==> src/rtl/jet_window_finder.sv <==
module jet_window_finder #(
  parameter int ROWS = 4,
  parameter int COLS = 4,
  parameter int EW   = 10
) (
  input  logic                   clk,
  input  logic                   rst_n,
  input  logic                   in_valid,
  input  logic [ROWS*COLS*EW-1:0] in_energy,
  input  logic [ROWS*COLS-1:0]   in_ovf,
  input  logic [ROWS*COLS-1:0]   in_veto,
  output logic                   out_valid,
  output logic [ROWS*COLS-1:0]   out_jet,
  output logic [ROWS*COLS*(EW+4)-1:0] out_energy,
  output logic [ROWS*COLS-1:0]   out_tau
);
  localparam int N  = ROWS*COLS;
  localparam int SW = EW+4;
  localparam logic [SW-1:0] SUM_MAX = SW'(9*((1<<EW)-1));

  logic          v1, v2;
  logic [N*EW-1:0] e1;
  logic [N-1:0]  o1, t1;

  always_ff @(posedge clk or negedge rst_n)
    if (!rst_n) begin
      v1 <= 1'b0; e1 <= '0; o1 <= '0; t1 <= '0;
    end else begin
      v1 <= in_valid; e1 <= in_energy; o1 <= in_ovf; t1 <= in_veto;
    end

  logic [EW-1:0] nb_e [N][9];
  logic          nb_o [N][9];
  logic          nb_t [N][9];

  for (genvar gp = 0; gp < N; gp++) begin : g_pos
    for (genvar gk = 0; gk < 9; gk++) begin : g_nb
      localparam int R = gp/COLS + gk/3 - 1;
      localparam int C = gp%COLS + gk%3 - 1;
      if (R >= 0 && R < ROWS && C >= 0 && C < COLS) begin : g_in
        assign nb_e[gp][gk] = e1[(R*COLS+C)*EW +: EW];
        assign nb_o[gp][gk] = o1[R*COLS+C];
        assign nb_t[gp][gk] = t1[R*COLS+C];
        if (gk > 4) begin : g_pair
          AST_ONE_PER_WINDOW: assert property (@(posedge clk) disable iff (!rst_n)
            !(out_jet[gp] && out_jet[R*COLS+C]));
        end
      end else begin : g_out
        assign nb_e[gp][gk] = '0;
        assign nb_o[gp][gk] = 1'b0;
        assign nb_t[gp][gk] = 1'b0;
      end
    end

    AST_NO_JET_NO_ENERGY: assert property (@(posedge clk) disable iff (!rst_n)
      !out_jet[gp] |-> (out_energy[gp*SW +: SW] == '0 && !out_tau[gp]));
    AST_SUM_RANGE: assert property (@(posedge clk) disable iff (!rst_n)
      (out_energy[gp*SW +: SW] <= SUM_MAX) || (out_energy[gp*SW +: SW] == '1));
  end

  logic [N-1:0]  jet_c, ovf_c, clr_c;
  logic [SW-1:0] sum_c [N];

  always_comb
    for (int p = 0; p < N; p++) begin
      jet_c[p] = 1'b1;
      ovf_c[p] = 1'b0;
      clr_c[p] = 1'b1;
      sum_c[p] = '0;
      for (int k = 0; k < 9; k++) begin
        sum_c[p] = sum_c[p] + SW'(nb_e[p][k]);
        ovf_c[p] = ovf_c[p] | nb_o[p][k];
        clr_c[p] = clr_c[p] & ~nb_t[p][k];
        if (k < 4)      jet_c[p] = jet_c[p] & (nb_e[p][4] >  nb_e[p][k]);
        else if (k > 4) jet_c[p] = jet_c[p] & (nb_e[p][4] >= nb_e[p][k]);
      end
    end

  logic [N-1:0]  j2, o2, c2;
  logic [SW-1:0] s2 [N];

  always_ff @(posedge clk or negedge rst_n)
    if (!rst_n) begin
      v2 <= 1'b0; j2 <= '0; o2 <= '0; c2 <= '0;
      for (int p = 0; p < N; p++) s2[p] <= '0;
    end else begin
      v2 <= v1; j2 <= jet_c; o2 <= ovf_c; c2 <= clr_c;
      for (int p = 0; p < N; p++) s2[p] <= sum_c[p];
    end

  always_ff @(posedge clk or negedge rst_n)
    if (!rst_n) begin
      out_valid <= 1'b0; out_jet <= '0; out_tau <= '0; out_energy <= '0;
    end else begin
      out_valid <= v2;
      for (int p = 0; p < N; p++) begin
        out_jet[p] <= v2 & j2[p];
        out_tau[p] <= v2 & j2[p] & c2[p];
        out_energy[p*SW +: SW] <= (v2 && j2[p]) ? (o2[p] ? '1 : s2[p]) : '0;
      end
    end

  logic [1:0] age;
  always_ff @(posedge clk or negedge rst_n)
    if (!rst_n) age <= '0;
    else if (age != 2'd3) age <= age + 2'd1;

  AST_LATENCY: assert property (@(posedge clk) disable iff (!rst_n)
    (age == 2'd3) |-> (out_valid == $past(in_valid, 3)));
  AST_TAU_NEEDS_JET: assert property (@(posedge clk) disable iff (!rst_n)
    (out_tau & ~out_jet) == '0);
  AST_IDLE_QUIET: assert property (@(posedge clk) disable iff (!rst_n)
    !out_valid |-> (out_jet == '0 && out_tau == '0 && out_energy == '0));
endmodule

==> config.mk <==
export PLATFORM = sky130hd
export DESIGN_NAME = jet_window_finder
export DESIGN_NICKNAME = d
export VERILOG_FILES = /design/src/rtl/jet_window_finder.sv
export SDC_FILE = /design/constraint.sdc
export NUM_CORES = 2
export LEC_CHECK = 0
export BUFFER_PORTS_ARGS = -buffer_cell sky130_fd_sc_hd__buf_2
export CAP_MARGIN = 10
export CORE_ASPECT_RATIO = 1.5
export CORE_MARGIN = 5
export CORE_UTILIZATION = 35
export DETAILED_ROUTE_END_ITERATION = 10
export MAX_ROUTING_LAYER = met4
export SYNTH_ARGS = -nofsm -noshare
export SYNTH_HDL_FRONTEND = slang
export SYNTH_SLANG_ARGS = --single-unit
==> constraint.sdc <==
create_clock -name clk -period 7.7 [get_ports clk]
set_clock_uncertainty 0.2 [all_clocks]
set_input_delay 0.385 -clock clk [delete_from_list [all_inputs] [get_ports clk]]
set_output_delay 0.385 -clock clk [all_outputs]
set_load 0.01 [all_outputs]
==> qor.json <==
{
  "outcome": {
    "outcome": "completed"
  },
  "placement": {
    "dp.cells": 6612,
    "place.port_buffers": 451,
    "gp_routability_congestion": 1.01,
    "place_hpwl_mm": 140,
    "pre_cts_slack_ns": 1.36
  },
  "timing": {
    "fin_crit_sh_pct": 82.6,
    "fin_tns_setup_ns": 0,
    "setup_viol": 0,
    "timing.final.max_slew_violations": 0,
    "slew_headroom_pct": 19.8,
    "finalCriticalPeriod_ns": 6.36,
    "finalWorstSetupSlack_ns": 1.34,
    "fmax_mhz": 157,
    "final-hold-violation-count": 0,
    "setup_repair_after_global_routing_missed_its_margin": "false",
    "tightest_slew_ns": 1.19
  },
  "routing": {
    "drt_drc_violations_left": 0,
    "drt_first_iter_violations": 2460,
    "wl_per_cell_um": 25.3,
    "length_of_the_first_detailed_routing_pass_in_iterations": 8,
    "drt-total-wl_mm": 176,
    "avgViaCountPerCell": 5.11,
    "detail-route-antenna-nets": 0,
    "via_count": 35600
  },
  "global_routing": {
    "groute.usage.overall_pct": 25.4,
    "first_global_vias": 38100,
    "use_met1_pct": 31.6,
    "globalRoute.busiestLayer": "met2",
    "met3_usage_grt_pct": 3.55,
    "initial_antenna_violation_count": 13,
    "grtUsageMet2_pct": 41.4,
    "grt_start_max_net_pins": 163,
    "global_route_wire_length_before_repair_mm": 255,
    "final_global_route_overflow_total": 0
  },
  "critical_path": {
    "rr_worst_depth": 20,
    "worstPathRequired_ns": 8.07,
    "critical_path.startpoint_type": "flop",
    "worstSetupPathType": "flop to flop",
    "critical_path.reg2reg.endpoint": "s2[152]",
    "ff2ff_setup_slack_ns": 1.34,
    "critical_path.most_common_cell": "sky130_fd_sc_hd__fa_1",
    "worstPathMaxFanout": 9,
    "slowest_stage": "sky130_fd_sc_hd__dfrtp_1",
    "critical-path-top-delay-family": "adder cells",
    "worst_ep_arrival_time_ns": 6.73,
    "end_kind": "flop",
    "crit_buf_inv": 2,
    "worstPathCellList": "inv_1 > fa_1 > fa_1 > fa_1 > inv_1 > ha_1 > fa_1 > a21o_1 > a21oi_1 > o21ai_0 > nor4_1 > nor3_1 > xnor2_1 > fa_1 > ha_1 > and3_1 > a21oi_1 > o211a_1 > nor3_1 > xor2_1",
    "critical-path-max-stage-delay_ns": 0.69,
    "reg2reg_from": "e1[51]"
  },
  "cts": {
    "tritoncts": "done",
    "clkSinkCount": 705,
    "cts.htree.levels": 3,
    "cts_buffers": 77,
    "clk_pin_slew_worst_paths_ns": 0.07,
    "clock_tree.buffer_depth": 3,
    "worstSkewPairLatency_ns": 0.71,
    "cts-root-buf": "sky130_fd_sc_hd__clkbuf_16"
  },
  "floorplanning": {
    "initial_core_util_pct": 35.2,
    "core_area_um2": 135000,
    "chipWidth_um": 310,
    "floorplan.io_pins": 452,
    "std_cell_rows": 165,
    "dieArea_um2": 143000,
    "height_of_the_die_um": 460
  },
  "power_and_ir_drop": {
    "cellLeakagePower_nw": 29.3,
    "power.share.sequential_pct": 25.8,
    "switchingPower_mw": 7.78,
    "power.share.switching_pct": 41.2,
    "p_per_area_nw_per_um2": 331,
    "power.share.clock_pct": 20.8,
    "max-vdd-ir-drop_mv": 0.308,
    "comb_power_share_pct": 53.5,
    "cellInternalPower_mw": 11.1
  },
  "synthesis": {
    "edff_count_synth": 0,
    "post_synth.cell_area_avg_um2": 10.8,
    "mappedNetlistArea_um2": 47300,
    "ys_seq_elements": 705,
    "seq_area_frac_synth_pct": 37.3,
    "yosys.cell_types.count": 67,
    "yosysWarnings": 0,
    "post_synthesis_net_count": 5623,
    "synth_flop_cell": "sky130_fd_sc_hd__dfrtp_1",
    "async_reset_ff_share_pct": 100,
    "synthesis.instances": 4371
  },
  "run": {
    "drv.max_cap_violation_count": 0
  },
  "min_path": {
    "hp-class": "primary input to async pin"
  },
  "finish": {
    "fillCellCount": 13000,
    "post_route_cells_drive_above_1_share_pct": 13.2,
    "final_common_cell": "sky130_fd_sc_hd__dfrtp_1",
    "layout.cells.non_filler": 6952,
    "design.final.nets": 6384,
    "layout_common_cells": "sky130_fd_sc_hd__dfrtp_1, sky130_fd_sc_hd__inv_1, sky130_fd_sc_hd__ha_1",
    "flow.area_growth_from_synthesis_pct": 20.2
  }
}
-- power by group through the flow --
stage	registers, mW	logic (mW)	clock network (mW)
after floorplan	4.81	7.26	0
after global placement	4.93	9.83	0
final	4.86	10.1	3.91
after CTS	4.87	10.1	4.05
after global routing	4.91	11.3	4.19
after detailed placement	4.93	9.96	0
-- per-layer routing --
metal	wire, µm	up-vias
li1	-	16100
met1	73100	17800
met2	83400	1316
met3	10200	373
met4	9310	0
met5	0	-
-- logic make-up (layout without fill, tap and decap cells) --
family / count (synthesis) / after routing / share of synthesized area (%)
multiplexers: 1 / 1 / 0.0211
buffers and inverters: 733 / 1556 / 5.84
AO/OA/AOI/OAI: 627 / 627 / 8.76
XOR/XNOR: 161 / 161 / 2.98
adder cells (fa/ha/maj): 1057 / 1057 / 34.4
flip-flops: 705 / 705 / 37.3
AND/OR/NAND/NOR: 1087 / 1087 / 10.8
other: 0 / 5 / 0
-- stage by stage --
step / utilization [%] / power, mW / area, µm² / hold WS [ns]
2_1_floorplan: - / 12.1 / 47300 / -0.111
3_3_place_gp: 38.8 / 14.8 / 52300 / 0.152
3_5_place_dp: 38.8 / 14.9 / 52300 / 0.138
4_1_cts: 42.3 / 19.0 / 56900 / 0.0289
5_1_grt: 42.3 / 20.4 / 56900 / 0.0898
6_report: 42.3 / 18.9 / 56900 / 0.0469
-- Yosys cell counts (5+ instances only) --
| cell | count | share of area (%) |
|---|---|---|
| sky130_fd_sc_hd__a21boi_0 | 7 | 0.11 |
| sky130_fd_sc_hd__a221oi_1 | 9 | 0.17 |
| sky130_fd_sc_hd__a21oi_2 | 11 | 0.20 |
| sky130_fd_sc_hd__xor2_1 | 47 | 0.87 |
| sky130_fd_sc_hd__nor4_1 | 27 | 0.36 |
| sky130_fd_sc_hd__ha_1 | 651 | 17 |
| sky130_fd_sc_hd__o2111ai_1 | 5 | 0.092 |
| sky130_fd_sc_hd__a31oi_1 | 19 | 0.25 |
| sky130_fd_sc_hd__inv_1 | 691 | 5.5 |
| sky130_fd_sc_hd__nand4_1 | 61 | 0.81 |
| sky130_fd_sc_hd__clkbuf_1 | 39 | 0.31 |
| sky130_fd_sc_hd__nor2b_1 | 66 | 0.87 |
| sky130_fd_sc_hd__nor3_1 | 75 | 0.79 |
| sky130_fd_sc_hd__and3_1 | 49 | 0.65 |
| sky130_fd_sc_hd__a41oi_1 | 7 | 0.13 |
| sky130_fd_sc_hd__nor2_1 | 544 | 4.3 |
| sky130_fd_sc_hd__and4_1 | 13 | 0.24 |
| sky130_fd_sc_hd__or4_1 | 16 | 0.25 |
| sky130_fd_sc_hd__o31ai_1 | 11 | 0.17 |
| sky130_fd_sc_hd__fa_1 | 406 | 17 |
| sky130_fd_sc_hd__a2111oi_0 | 16 | 0.30 |
| sky130_fd_sc_hd__o31a_1 | 9 | 0.17 |
| sky130_fd_sc_hd__nand2_1 | 107 | 0.85 |
| sky130_fd_sc_hd__o21ai_0 | 97 | 1.0 |
| sky130_fd_sc_hd__nor4b_1 | 8 | 0.15 |
| sky130_fd_sc_hd__a21o_1 | 81 | 1.3 |
| sky130_fd_sc_hd__a221o_1 | 8 | 0.17 |
| sky130_fd_sc_hd__nand3_1 | 53 | 0.56 |
| sky130_fd_sc_hd__dfrtp_1 | 705 | 37 |
| sky130_fd_sc_hd__a211oi_1 | 30 | 0.48 |
| sky130_fd_sc_hd__o21ai_1 | 9 | 0.095 |
| sky130_fd_sc_hd__o22ai_1 | 12 | 0.16 |
| sky130_fd_sc_hd__or3_1 | 14 | 0.18 |
| sky130_fd_sc_hd__o41ai_1 | 11 | 0.20 |
| sky130_fd_sc_hd__o211ai_1 | 19 | 0.30 |
| sky130_fd_sc_hd__nand2b_1 | 34 | 0.45 |
| sky130_fd_sc_hd__xnor2_1 | 114 | 2.1 |
| sky130_fd_sc_hd__a21oi_1 | 178 | 1.9 |
| sky130_fd_sc_hd__o21bai_1 | 13 | 0.21 |
| sky130_fd_sc_hd__or2_2 | 7 | 0.092 |
| sky130_fd_sc_hd__o21a_1 | 37 | 0.59 |
-- worst max-delay path by stage --
stage	depth (start not counted)	start	to
2_1_floorplan	20	e1[62]	s2[138]
3_3_place_gp	20	e1[51]	s2[152]
3_5_place_dp	20	e1[51]	s2[152]
4_1_cts	20	e1[51]	s2[152]
5_1_grt	20	e1[51]	s2[152]
6_report	20	e1[51]	s2[152]
-- flip-flops by register name, indices dropped and copies added (netlist names) --
name and cells:
t1 16, s2 209, out_valid 1, c2 16, out_jet 16, out_energy 221
j2 16, out_tau 16, o1 16, v1 1, o2 16, v2 1
e1 160
-- timing repair --
action | 4_1_cts | 5_1_grt
gates resized for setup | 0 | 0
endpoints found under the hold margin | 259 | 0
setup buffers | 0 | 0
endpoints found under the setup margin | 0 | 0
hold buffers | 194 | 0
-- cell type report --
| class | instances | area, µm² | share of cell area (%) |
|---|---|---|---|
| diodes | 5 | 12.5 | 0.0220 |
| multi-input cells | 2933 | 26900 | 47.4 |
| inverters | 691 | 2590 | 4.56 |
| clock buffers | 99 | 2140 | 3.76 |
| flip-flops and latches | 705 | 17600 | 31.0 |
| repair buffers | 724 | 4830 | 8.49 |
| clock inverters | 42 | 539 | 0.948 |
| well taps | 1753 | 2190 | 3.86 |
(Power assumes the default switching activity.)
